$ cat config.mk
export PLATFORM = sky130hd
export DESIGN_NAME = addsub_flags_unit
export DESIGN_NICKNAME = d
export VERILOG_FILES = /design/src/rtl/addsub_flags_unit.sv
export SDC_FILE = /design/constraint.sdc
export NUM_CORES = 1
export LEC_CHECK = 0
export BUFFER_PORTS_ARGS = -buffer_cell sky130_fd_sc_hd__buf_2
export CORE_MARGIN = 1
export CORE_UTILIZATION = 45
export DETAILED_ROUTE_END_ITERATION = 12
export PLACE_DENSITY = 0.76
export SLEW_MARGIN = 20
export SYNTH_ARGS = -nofsm -noshare
export SYNTH_HDL_FRONTEND = slang
export SYNTH_SLANG_ARGS = --single-unit
$ cat constraint.sdc
create_clock -name clk -period 4.5 [get_ports clk]
set_input_delay 0.45 -clock clk [delete_from_list [all_inputs] [get_ports clk]]
set_output_delay 0.45 -clock clk [all_outputs]
set_load 0.05 [all_outputs]
$ cat src/rtl/addsub_flags_unit.sv
module addsub_flags_unit #(
  parameter int W = 32
) (
  input  logic         clk,
  input  logic         rst_n,
  input  logic         in_valid,
  input  logic [3:0]   op,
  input  logic [W-1:0] d_in,
  input  logic [W-1:0] s_in,
  input  logic         c_in,
  input  logic         z_in,
  output logic         out_valid,
  output logic [W-1:0] result,
  output logic         wr_en,
  output logic         c_out,
  output logic         z_out
);
  localparam int BW = $clog2(W);

  localparam logic [3:0] OP_ADD   = 4'd0,  OP_ADDX  = 4'd1,  OP_ADDS  = 4'd2,  OP_ADDSX = 4'd3;
  localparam logic [3:0] OP_SUB   = 4'd4,  OP_SUBX  = 4'd5,  OP_SUBS  = 4'd6,  OP_SUBSX = 4'd7;
  localparam logic [3:0] OP_CMP   = 4'd8,  OP_CMPX  = 4'd9,  OP_CMPS  = 4'd10, OP_CMPSX = 4'd11;
  localparam logic [3:0] OP_SUMZ  = 4'd12, OP_SUMNZ = 4'd13, OP_TBX   = 4'd14, OP_TB    = 4'd15;

  // operation class decode
  wire is_sum  = (op == OP_SUMZ) || (op == OP_SUMNZ);
  wire is_tb   = (op == OP_TBX)  || (op == OP_TB);
  wire is_arith = !is_tb;
  wire is_ext  = !op[3] ? op[0] : (!op[2] && op[0]);
  wire is_sgn  = !op[3] ? op[1] : (!op[2] && op[1]);
  wire is_cmp  = op[3] && !op[2];
  wire sum_sub = (op == OP_SUMZ) ? !z_in : z_in;
  wire do_sub  = is_sum ? sum_sub : (op[2] || op[3]);
  wire cin     = is_ext ? c_in : 1'b0;

  // one shared adder: subtraction is d + ~s + ~cin
  wire [W-1:0] xs  = do_sub ? ~s_in : s_in;
  wire         k   = do_sub ? ~cin : cin;
  wire [W:0]   raw = {1'b0, d_in} + {1'b0, xs} + {{W{1'b0}}, k};
  wire [W-1:0] sum = raw[W-1:0];

  wire c_uns   = do_sub ? ~raw[W] : raw[W];
  wire c_sgn   = raw[W] ^ d_in[W-1] ^ xs[W-1];
  wire ovf     = c_sgn ^ sum[W-1];
  wire sum_zero = (sum == '0);

  wire tbit    = d_in[s_in[BW-1:0]];

  logic         c_nx, z_nx;
  logic [W-1:0] r_nx;

  always_comb begin
    r_nx = sum;
    z_nx = is_ext ? (z_in & sum_zero) : sum_zero;
    if (is_sum)      c_nx = ovf;
    else if (is_sgn) c_nx = c_sgn;
    else             c_nx = c_uns;
    if (is_tb) begin
      r_nx = d_in;
      z_nx = z_in;
      c_nx = (op == OP_TBX) ? (c_in ^ tbit) : tbit;
    end
  end

  always_ff @(posedge clk) begin
    if (!rst_n) begin
      out_valid <= 1'b0;
      result    <= '0;
      wr_en     <= 1'b0;
      c_out     <= 1'b0;
      z_out     <= 1'b0;
    end else begin
      out_valid <= in_valid;
      if (in_valid) begin
        result <= r_nx;
        wr_en  <= is_arith && !is_cmp;
        c_out  <= c_nx;
        z_out  <= z_nx;
      end
    end
  end

  // unsigned subtract/compare borrow
  assert_unsigned_borrow_R2: assert property (@(posedge clk) disable iff (!rst_n)
    $past(in_valid) && ($past(op) == OP_SUB || $past(op) == OP_CMP)
      |-> c_out == ($past(d_in) < $past(s_in)));

  // signed subtract/compare gives signed less-than
  assert_signed_less_R4: assert property (@(posedge clk) disable iff (!rst_n)
    $past(in_valid) && ($past(op) == OP_SUBS || $past(op) == OP_CMPS)
      |-> c_out == ($signed($past(d_in)) < $signed($past(s_in))));

  // compares never request a write
  assert_cmp_no_write_R5: assert property (@(posedge clk) disable iff (!rst_n)
    $past(in_valid) && $past(op[3:2]) == 2'b10 |-> !wr_en);

  // plain arithmetic Z tracks a zero result
  assert_zero_flag_R6: assert property (@(posedge clk) disable iff (!rst_n)
    $past(in_valid) && !$past(op[0]) && $past(op) != OP_TBX
      |-> z_out == (result == '0));

  // extended Z can only stay set
  assert_ext_zero_chain_R7: assert property (@(posedge clk) disable iff (!rst_n)
    $past(in_valid) && $past(is_ext) && z_out |-> $past(z_in));

  // bit test XOR into carry
  assert_bit_xor_R9: assert property (@(posedge clk) disable iff (!rst_n)
    $past(in_valid) && $past(op) == OP_TBX
      |-> c_out == ($past(c_in) ^ $past(|(d_in & (W'(1) << s_in[BW-1:0])))));

  // registered handshake and hold
  assert_valid_delay_R10: assert property (@(posedge clk) disable iff (!rst_n)
    out_valid == $past(in_valid));
  assert_hold_idle_R10: assert property (@(posedge clk) disable iff (!rst_n)
    !$past(in_valid) |-> $stable(result) && $stable(c_out) && $stable(z_out) && $stable(wr_en));
endmodule

==> impl_metrics.tcl, run 1 <==
set metrics [dict create \
    gp_congestion 0.9375 \
    crit_required_ns 4.73 \
    fin_tns_setup_ns 0 \
    synth_ff_type "dfxtp_1" \
    drtIter0Drc 346 \
    die_area_sq_um 10000 \
    die_y_um 100 \
    synth_top_area_share_pct 16.68 \
    h-tree-depth 2 \
    path_buf_inv 2 \
    cts_setup_buffers 0 \
    power_leakage_nw 2.210 \
    setup_viol 0 \
    seq_area_sq_um 720.7 \
    vias_per_cell 6.009 \
    netlist_instances 569 \
    gr-total-overflow 0 \
    cp.depth 16 \
    synth.net_count 675 \
    path_clk_slew_ns 0.08 \
    ant_nets 0 \
    syn_to_final_growth_pct 19.95 \
    cts_tree "yes" \
    ff2ff_path_depth 4 \
    core_sq_um 9284 \
    cp_max_fo 13 \
    numCtsBuffers 5 \
    syn-cell-area_sq_um 4322 \
    synth.distinct_cells 76 \
    grt.total_usage_pct 27.62 \
    io_pins 109 \
    clock-sinks 36 \
    rsz0062_at_grt "no" \
    fp-row-count 35 \
    cp.arrival_ns 4.23 \
    synth_area_leaders "dfxtp_1 17%, xnor2_1 9.1%, ha_1 9.0%" \
    stdcell_count 809 \
    numPortBuffers 108 \
    multi_input_area_sq_um 3437 \
    final_nets 785 \
    synth_top_area_cell "dfxtp_1" \
    dpl.hpwl_um 11150 \
    fin_worst_skew_ns 0 \
    path_delay_family "compound AO/OA/AOI/OAI gates" \
    yosysSeqAreaShare_pct 16.68 \
    post_cts_resized 0 \
    grt_pass1_vias 4390 \
    grt_max_degree 70 \
    synth_warnings 0 \
    synth-edff-count 0 \
    grt_pass1_wl_um 21970 \
    vias 4861 \
    drc_errors 0 \
    hold_depth 3 \
    ys_ff_latch 36 \
    drive_above_1_share_pct 25.59 \
    wl_um 13930 \
    max_freq_mhz 249.6 \
    worstPathCellList "buf_2, and2_2, nand2_1, o22ai_4, buf_4, xnor2_1, ha_1, a21oi_1, o21ai_1, a2111oi_0, nor2_1, a31oi_4, mux2_2, a2111oi_0, nand4_1, o21ai_1" \
    nFillCells 922 \
    critPathSlowestCell "a2111oi_0" \
    drtPass1Iterations 5 \
    start_util_pct 46.55 \
    worst_pin_slew_ns 0.7945 \
    diodes 0 \
    cts_max_path_buffers 2 \
    wire_per_inst_um 17.22 \
    ys_top_cells_by_count "74 x nand2_1, 57 x nor2_1, 45 x xnor2_1" \
    place_inst 801 \
    cts-root-buf "clkbuf_8" \
    die_x_um 100 \
    setup.worst_path.end_class "register" \
    grt_antenna_before_repair 0 \
    report.final.slew_viol_count 0 \
    critPathLaunchType "input pin" \
    peakVddDrop_mv 0.1964 \
    relSlewSlack_pct 46.97 \
    fin_crit_sh_pct 89.03 \
    max_stage_delay_ns 0.42 \
    ctsHoldBuffers 0 \
    post-route-util_pct 55.84 \
    async_flop_share_pct 0 \
    status "complete, no violations" \
    hold_path.class "input pin to register" \
    critPathKind "input pin to register" \
    cap_violations 0 \
    clkLatencyLatePin_ns 0.28 \
    min_period_ns 4.006 \
    yosysMostFrequentCell "nand2_1" \
    power_density_nw_per_um2 328.6 \
    avgSynthCellArea_sq_um 7.595 \
    hold_violations 0 \
]
==> report_power, final <==
group          switching (mW)  internal [mW]  leakage (nW)  total (mW)
Sequential             0.0210          0.357         0.299       0.378
Combinational           0.666          0.414          1.87        1.08
Clock                   0.121          0.125        0.0455       0.246
Total                   0.808          0.896          2.21        1.70
==> path summary, 6_finish.rpt <==
kind	from	to	slack, ns
min reg2reg	result[2]	result[2]	0.49
min	in_valid	out_valid	0.41
max	op[3]	z_out	0.49
max reg2reg	c_out	c_out	3.45
==> area by class of cell <==
| type | instances | share of cell area (%) |
|---|---|---|
| flip-flops and latches | 36 | 13.90 |
| repair buffers | 132 | 14.14 |
| clock buffers | 8 | 1.738 |
| multi-input cells | 493 | 66.30 |
| inverters | 11 | 0.7965 |
| well taps | 129 | 3.114 |
==> layout by cell type (no fill, tap or decap), types with 17 or more instances in the layout <==
cell	instances
buf_4	23
nand3_1	17
ha_1	31
xnor2_1	45
dfxtp_1	36
buf_2	108
nand2_1	74
o21ai_0	37
a21oi_1	38
nor2_1	57
==> worst min-delay path: cells and delay by family <==
kind | cells | cell delay (ns)
buffers and inverters | 2 | 0.16
AND/OR/NAND/NOR | 1 | 0.06
==> sequential cells by signal, summed over array words and instances, names as in the netlist <==
name,count
out_valid,1
result,32
wr_en,1
z_out,1
c_out,1
==> through the flow <==
stage	setup slack, ns	instance area, sq um	power [mW]	hold WS, ns
2_1_floorplan	0.1617	4322	1.141	0.5573
3_3_place_gp	0.2828	5094	1.431	0.4606
3_5_place_dp	0.2060	5094	1.441	0.4767
4_1_cts	0.4987	5184	1.686	0.4139
5_1_grt	0.1269	5184	1.810	0.4437
6_report	0.4937	5184	1.703	0.4131
==> cells by family (layout without fill, tap and decap cells) <==
group	count (synthesis)	after routing	share of synthesized area, %
xor gates and xnor gates	55	55	11.15
adders and majority gates	33	33	9.902
and+or+nand+nor	210	210	22.64
muxes	15	15	6.398
buffers and inverters	40	151	4.111
DFF	36	36	16.68
AOI/OAI and AO/OA	180	180	29.13
==> metal layers <==
metal  global-route usage (%)  part of all wire, %
met5                        0                    0
met4                    6.020                  1.2
met3                    2.786                  7.6
met2                    45.94                   46
met1                    38.71                   45
Note: power is estimated with default switching activity, not from simulation.
==> run 2: changes to the inputs <==
--- a/config.mk
+++ b/config.mk
@@ -9,7 +9,7 @@
 export CORE_MARGIN = 1
 export CORE_UTILIZATION = 45
 export DETAILED_ROUTE_END_ITERATION = 12
-export PLACE_DENSITY = 0.76
+export PLACE_DENSITY = 0.73
 export SLEW_MARGIN = 20
 export SYNTH_ARGS = -nofsm -noshare
 export SYNTH_HDL_FRONTEND = slang
==> constraint.sdc (replaced) <==
create_clock -name clk -period 5.1 [get_ports clk]
set_input_delay 0.51 -clock clk [delete_from_list [all_inputs] [get_ports clk]]
set_output_delay 0.51 -clock clk [all_outputs]
set_load 0.05 [all_outputs]
==> run 2 against run 1 <==
Compared with the run above:
- total power shrank 14%
- setup slack better by 0.47 ns
- global-route usage is 0.12 points lower
- via count fell by 3.4%
- first-iteration DRC count up 7.8%
- register-to-register slack better by 0.61 ns
- highest routed layer unchanged
==> impl_metrics.tcl, run 2 (same netlist as run 1, synthesis figures left out) <==
set metrics [dict create \
    status "complete, no violations" \
    setup.worst_path.end_class "register" \
    hp-start "result[25]" \
    drt-met1-wl_um 6474 \
    start_util_pct 46.55 \
    peakVddDrop_mv 0.1088 \
    drive_above_1_share_pct 23.64 \
    report.final.slew_viol_count 0 \
    h-tree-depth 2 \
    cts_tree "yes" \
    cp_max_fo 15 \
    rsz0062_at_grt "no" \
    final_cell_mix "108 x buf_2, 74 x nand2_1, 57 x nor2_1" \
    ant_nets 0 \
    crit_start "op[2]" \
    top_layer "met4" \
    fin_hold_ws_ns 0.4815 \
    gr-total-overflow 0 \
    wl_met3_um 1039 \
    post_cts_resized 0 \
    syn_to_final_growth_pct 16.24 \
    worst_r2r_endpoint "c_out" \
    top_register "result" \
    final_nets 765 \
    numCtsBuffers 5 \
    vias 4697 \
    cts-root-buf "clkbuf_8" \
    critPathLaunchType "input pin" \
    dpl.hpwl_um 10980 \
    drc_errors 0 \
    hold_violations 0 \
    ctsHoldBuffers 0 \
    core_sq_um 9284 \
    min_period_ns 4.138 \
    cts_setup_buffers 0 \
    io_pins 109 \
    r2r_slack_ns 4.06 \
    grt.total_usage_pct 27.50 \
    numPortBuffers 108 \
    grt_pass1_wl_um 21820 \
    wl_met2_um 6029 \
    relSlewSlack_pct 46.00 \
    max_freq_mhz 241.7 \
    timing.final.ws_setup_ns 0.9621 \
    power_density_nw_per_um2 290.3 \
    fin_worst_skew_ns 0 \
    grt_max_degree 71 \
    drtPass1Iterations 5 \
    fp-row-count 35 \
    vias_per_cell 5.953 \
    die_x_um 100 \
    die_area_sq_um 10000 \
    nFillCells 919 \
    crit_end "z_out" \
    final_common_cell "buf_2" \
    r2r-start "c_out" \
    cts_max_path_buffers 2 \
    gp_congestion 0.9369 \
    grt_antenna_before_repair 0 \
    wl_um 13760 \
    fin_crit_sh_pct 81.14 \
    critPathKind "input pin to register" \
    largest_register_ffs 32 \
    clock-sinks 36 \
    ff2ff_path_depth 5 \
    final_cell_area_sq_um 5024 \
    setup_viol 0 \
    cp.arrival_ns 4.37 \
    place_ws_ns 0.7084 \
    fin_tns_setup_ns 0 \
    diodes 0 \
    path_clk_slew_ns 0.08 \
    drtIter0Drc 373 \
    grt_pass1_vias 4319 \
    crit_required_ns 5.33 \
    hold_depth 1 \
    die_y_um 100 \
    place_area_sq_um 4931 \
    worst_pin_slew_ns 0.8081 \
    clkLatencyLatePin_ns 0.29 \
    cap_violations 0 \
    wire_per_inst_um 17.44 \
    hold_path.class "register to register" \
    power_leakage_nw 2.116 \
]
[run 2: changes by cell type in the layout (fill, tap and decap cells not counted), sizes merged]
| cell | before | now |
|---|---|---|
| buf | 132 | 112 |
| clkbuf | 8 | 6 |
| clkinv | 0 | 2 |
[run 2: final cells by class]
class	instances	area (sq um)	share of cell area (%)
clock buffers	6	82.58	1.644
clock inverters	2	10.01	0.1993
inverters	11	41.29	0.8219
multi-input cells	493	3437	68.42
flip-flops and latches	36	720.7	14.35
well taps	129	161.4	3.213
repair buffers	112	570.5	11.36
[run 2: worst max-delay path, cell delays in order]
cell	delay, ns
buf_2	0.14
and2_2	0.21
nand2_1	0.10
o22ai_4	0.21
buf_4	0.32
xnor2_1	0.11
ha_1	0.36
o211ai_1	0.15
o211ai_2	0.35
a311oi_2	0.21
o41ai_1	0.64
a21oi_1	0.17
xnor2_1	0.16
a2111oi_0	0.42
nand4_1	0.16
o21ai_1	0.14
[run 2: worst min-delay path by stage]
| stage | to | slack (ns) |
|---|---|---|
| after floorplan | wr_en | 0.62 |
| final | result[25] | 0.48 |
| after global placement | result[25] | 0.46 |
| after detailed placement | result[25] | 0.47 |
| after global routing | result[14] | 0.50 |
| after CTS | result[25] | 0.49 |
[run 2: per-layer routing]
layer | track usage (%) | vias to the layer above
met5 | 0 | -
met1 | 39.64 | 2187
met2 | 43.87 | 199
met4 | 6.689 | 0
met3 | 3.064 | 18
li1 | - | 2293
[run 2: power by group]
group	switching, mW	internal, mW
combinational	0.580	0.327
clock	0.112	0.108
sequential	0.0169	0.315
[run 2: through the flow]
step | cells | power (mW) | util [%]
after floorplan | 569 | 1.007 | -
after global placement | 781 | 1.221 | 53.11
after detailed placement | 781 | 1.229 | 53.11
after CTS | 789 | 1.448 | 54.11
after global routing | 789 | 1.556 | 54.11
final | 789 | 1.458 | 54.11
==> run 3: changes to the inputs <==
--- a/config.mk
+++ b/config.mk
@@ -9,7 +9,7 @@
 export CORE_MARGIN = 1
 export CORE_UTILIZATION = 45
 export DETAILED_ROUTE_END_ITERATION = 12
-export PLACE_DENSITY = 0.73
+export PLACE_DENSITY = 0.76
 export SLEW_MARGIN = 20
 export SYNTH_ARGS = -nofsm -noshare
 export SYNTH_HDL_FRONTEND = slang
==> constraint.sdc (replaced) <==
create_clock -name clk -period 3.4 [get_ports clk]
set_input_delay 0.34 -clock clk [delete_from_list [all_inputs] [get_ports clk]]
set_output_delay 0.34 -clock clk [all_outputs]
set_load 0.05 [all_outputs]
==> run 3 against run 2 <==
Compared with the run above:
- register-to-register slack worse by 1.8 ns
- core utilization is 19 points higher
- the run now ends with setup timing left
- clock-buffer cell count stayed put
- clock power is 40% higher
==> impl_metrics.tcl, run 3 (same netlist as run 1, synthesis figures left out) <==
set metrics [dict create \
    status "complete, but fails checks" \
    violations "setup timing" \
    grt_max_degree 70 \
    io_pins 109 \
    grt_pass1_wl_um 26080 \
    grt.total_usage_pct 32.80 \
    die_y_um 100 \
    grt_antenna_before_repair 0 \
    fin_crit_sh_pct 103.5 \
    cp.arrival_ns 3.73 \
    setup_viol 5 \
    fp-row-count 35 \
    power_leakage_nw 3.074 \
    hp-start "d_in[9]" \
    hold_violations 0 \
    vias_per_cell 5.881 \
    setup.worst_path.end_class "register" \
    place_ws_ns -0.6071 \
    peakVddDrop_mv 0.2139 \
    wl_um 17220 \
    ff2ff_path_depth 5 \
    drtPass1Iterations 5 \
    cts_tree "yes" \
    ant_nets 0 \
    hold_depth 3 \
    gr-total-overflow 0 \
    critPathLaunchType "input pin" \
    numCtsBuffers 5 \
    drtIter0Drc 383 \
    nFillCells 730 \
    die_area_sq_um 10000 \
    r2r-start "c_out" \
    path_clk_slew_ns 0.08 \
    fin_worst_skew_ns 0 \
    cap_violations 0 \
    timing.final.ws_setup_ns -0.1193 \
    numPortBuffers 108 \
    power.total_mw 2.888 \
    multi_input_area_sq_um 3892 \
    diodes 0 \
    vias 5622 \
    power_density_nw_per_um2 424.3 \
    drc_errors 0 \
    report.final.slew_viol_count 0 \
    seq_area_sq_um 720.7 \
    hold_path_end "result[9]" \
    critPathKind "input pin to register" \
    max_freq_mhz 284.2 \
    die_x_um 100 \
    drive_above_1_share_pct 46.67 \
    cts_max_path_buffers 2 \
    cts-root-buf "clkbuf_8" \
    final_nets 933 \
    r2r_slack_ns 2.24 \
    h-tree-depth 2 \
    core_sq_um 9284 \
    hold_path.class "input pin to register" \
    fin_hold_ws_ns 0.3292 \
    clock-sinks 36 \
    clkLatencyLatePin_ns 0.29 \
    rsz0062_at_grt "yes" \
    min_period_ns 3.519 \
    top_register "result" \
    gp_congestion 1.042 \
    final_common_cell "buf_4" \
    syn_to_final_growth_pct 57.50 \
    crit_required_ns 3.61 \
    worst_pin_slew_ns 0.9399 \
    relSlewSlack_pct 37.27 \
    start_util_pct 46.55 \
    largest_register_ffs 32 \
    wire_per_inst_um 18.01 \
    final_cell_mix "165 x buf_4, 106 x buf_2, 71 x nand2_1" \
    cp_max_fo 4 \
    grt_pass1_vias 5291 \
    worst_r2r_endpoint "c_out" \
    fin_tns_setup_ns -0.3258 \
    dpl.hpwl_um 13030 \
]
[run 3: changes by cell type in the layout (fill, tap and decap cells not counted), sizes merged]
cell | before | now
buf | 112 | 280
clkinv | 2 | 1
[run 3: report_power, final]
group | internal (mW) | total, mW | switching [mW]
combinational | 0.971 | 2.08 | 1.11
clock | 0.140 | 0.307 | 0.168
sequential | 0.472 | 0.499 | 0.0271
[run 3: how the worst max path moves through the flow]
| stage | end | depth (start not counted) | startpoint | slack (ns) |
|---|---|---|---|---|
| 2_1_floorplan | c_out | 18 | op[3] | -0.18 |
| 3_3_place_gp | c_out | 17 | z_in | -0.53 |
| 3_5_place_dp | c_out | 17 | z_in | -0.61 |
| 4_1_cts | c_out | 18 | op[2] | -0.09 |
| 5_1_grt | z_out | 18 | z_in | -0.32 |
| 6_report | c_out | 18 | z_in | -0.12 |
[run 3: critical path, stage by stage]
cell and delay, ns:
buf_6 0.10, xor2_1 0.16, nand2_1 0.11, o22ai_4 0.17, buf_12 0.17, xor2_4 0.14
fa_2 0.25, inv_2 0.05, fa_2 0.36, nand2b_4 0.15, a21o_1 0.20, a21o_1 0.22
o21ai_4 0.18, a31oi_4 0.12, a311o_1 0.32, o21ai_1 0.13, or3b_4 0.39, a211oi_2 0.18
[run 3: final cells by class]
class	instances	share of cell area (%)
multi-input cells	493	57.19
inverters	11	0.6066
clock inverters	1	0.07353
flip-flops and latches	36	10.59
repair buffers	280	28.11
clock buffers	6	1.066
well taps	129	2.371
[run 3: repair_timing]
action / CTS / global route
pin swaps: 7 / 34
hold buffers: 0 / 0
buffers inserted: 2 / 12
endpoints found under the setup margin: 10 / 15
gates resized for setup: 28 / 62
[run 3: per-layer routing]
layer	vias up	global-route usage, %	part of all wire, %
li1	2631	-	-
met1	2653	43.70	42
met2	278	54.38	46
met3	60	4.318	8.3
met4	0	11.93	3.9
met5	-	0	0
[run 3: stage by stage]
stage                     cell area, sq um  cells  util (%)
after floorplan                       4393    569         -
after global placement                6158    936     66.33
after global routing                  6807    956     73.32
after CTS                             6391    945     68.84
final                                 6807    956     73.32
after detailed placement              6158    936     66.33
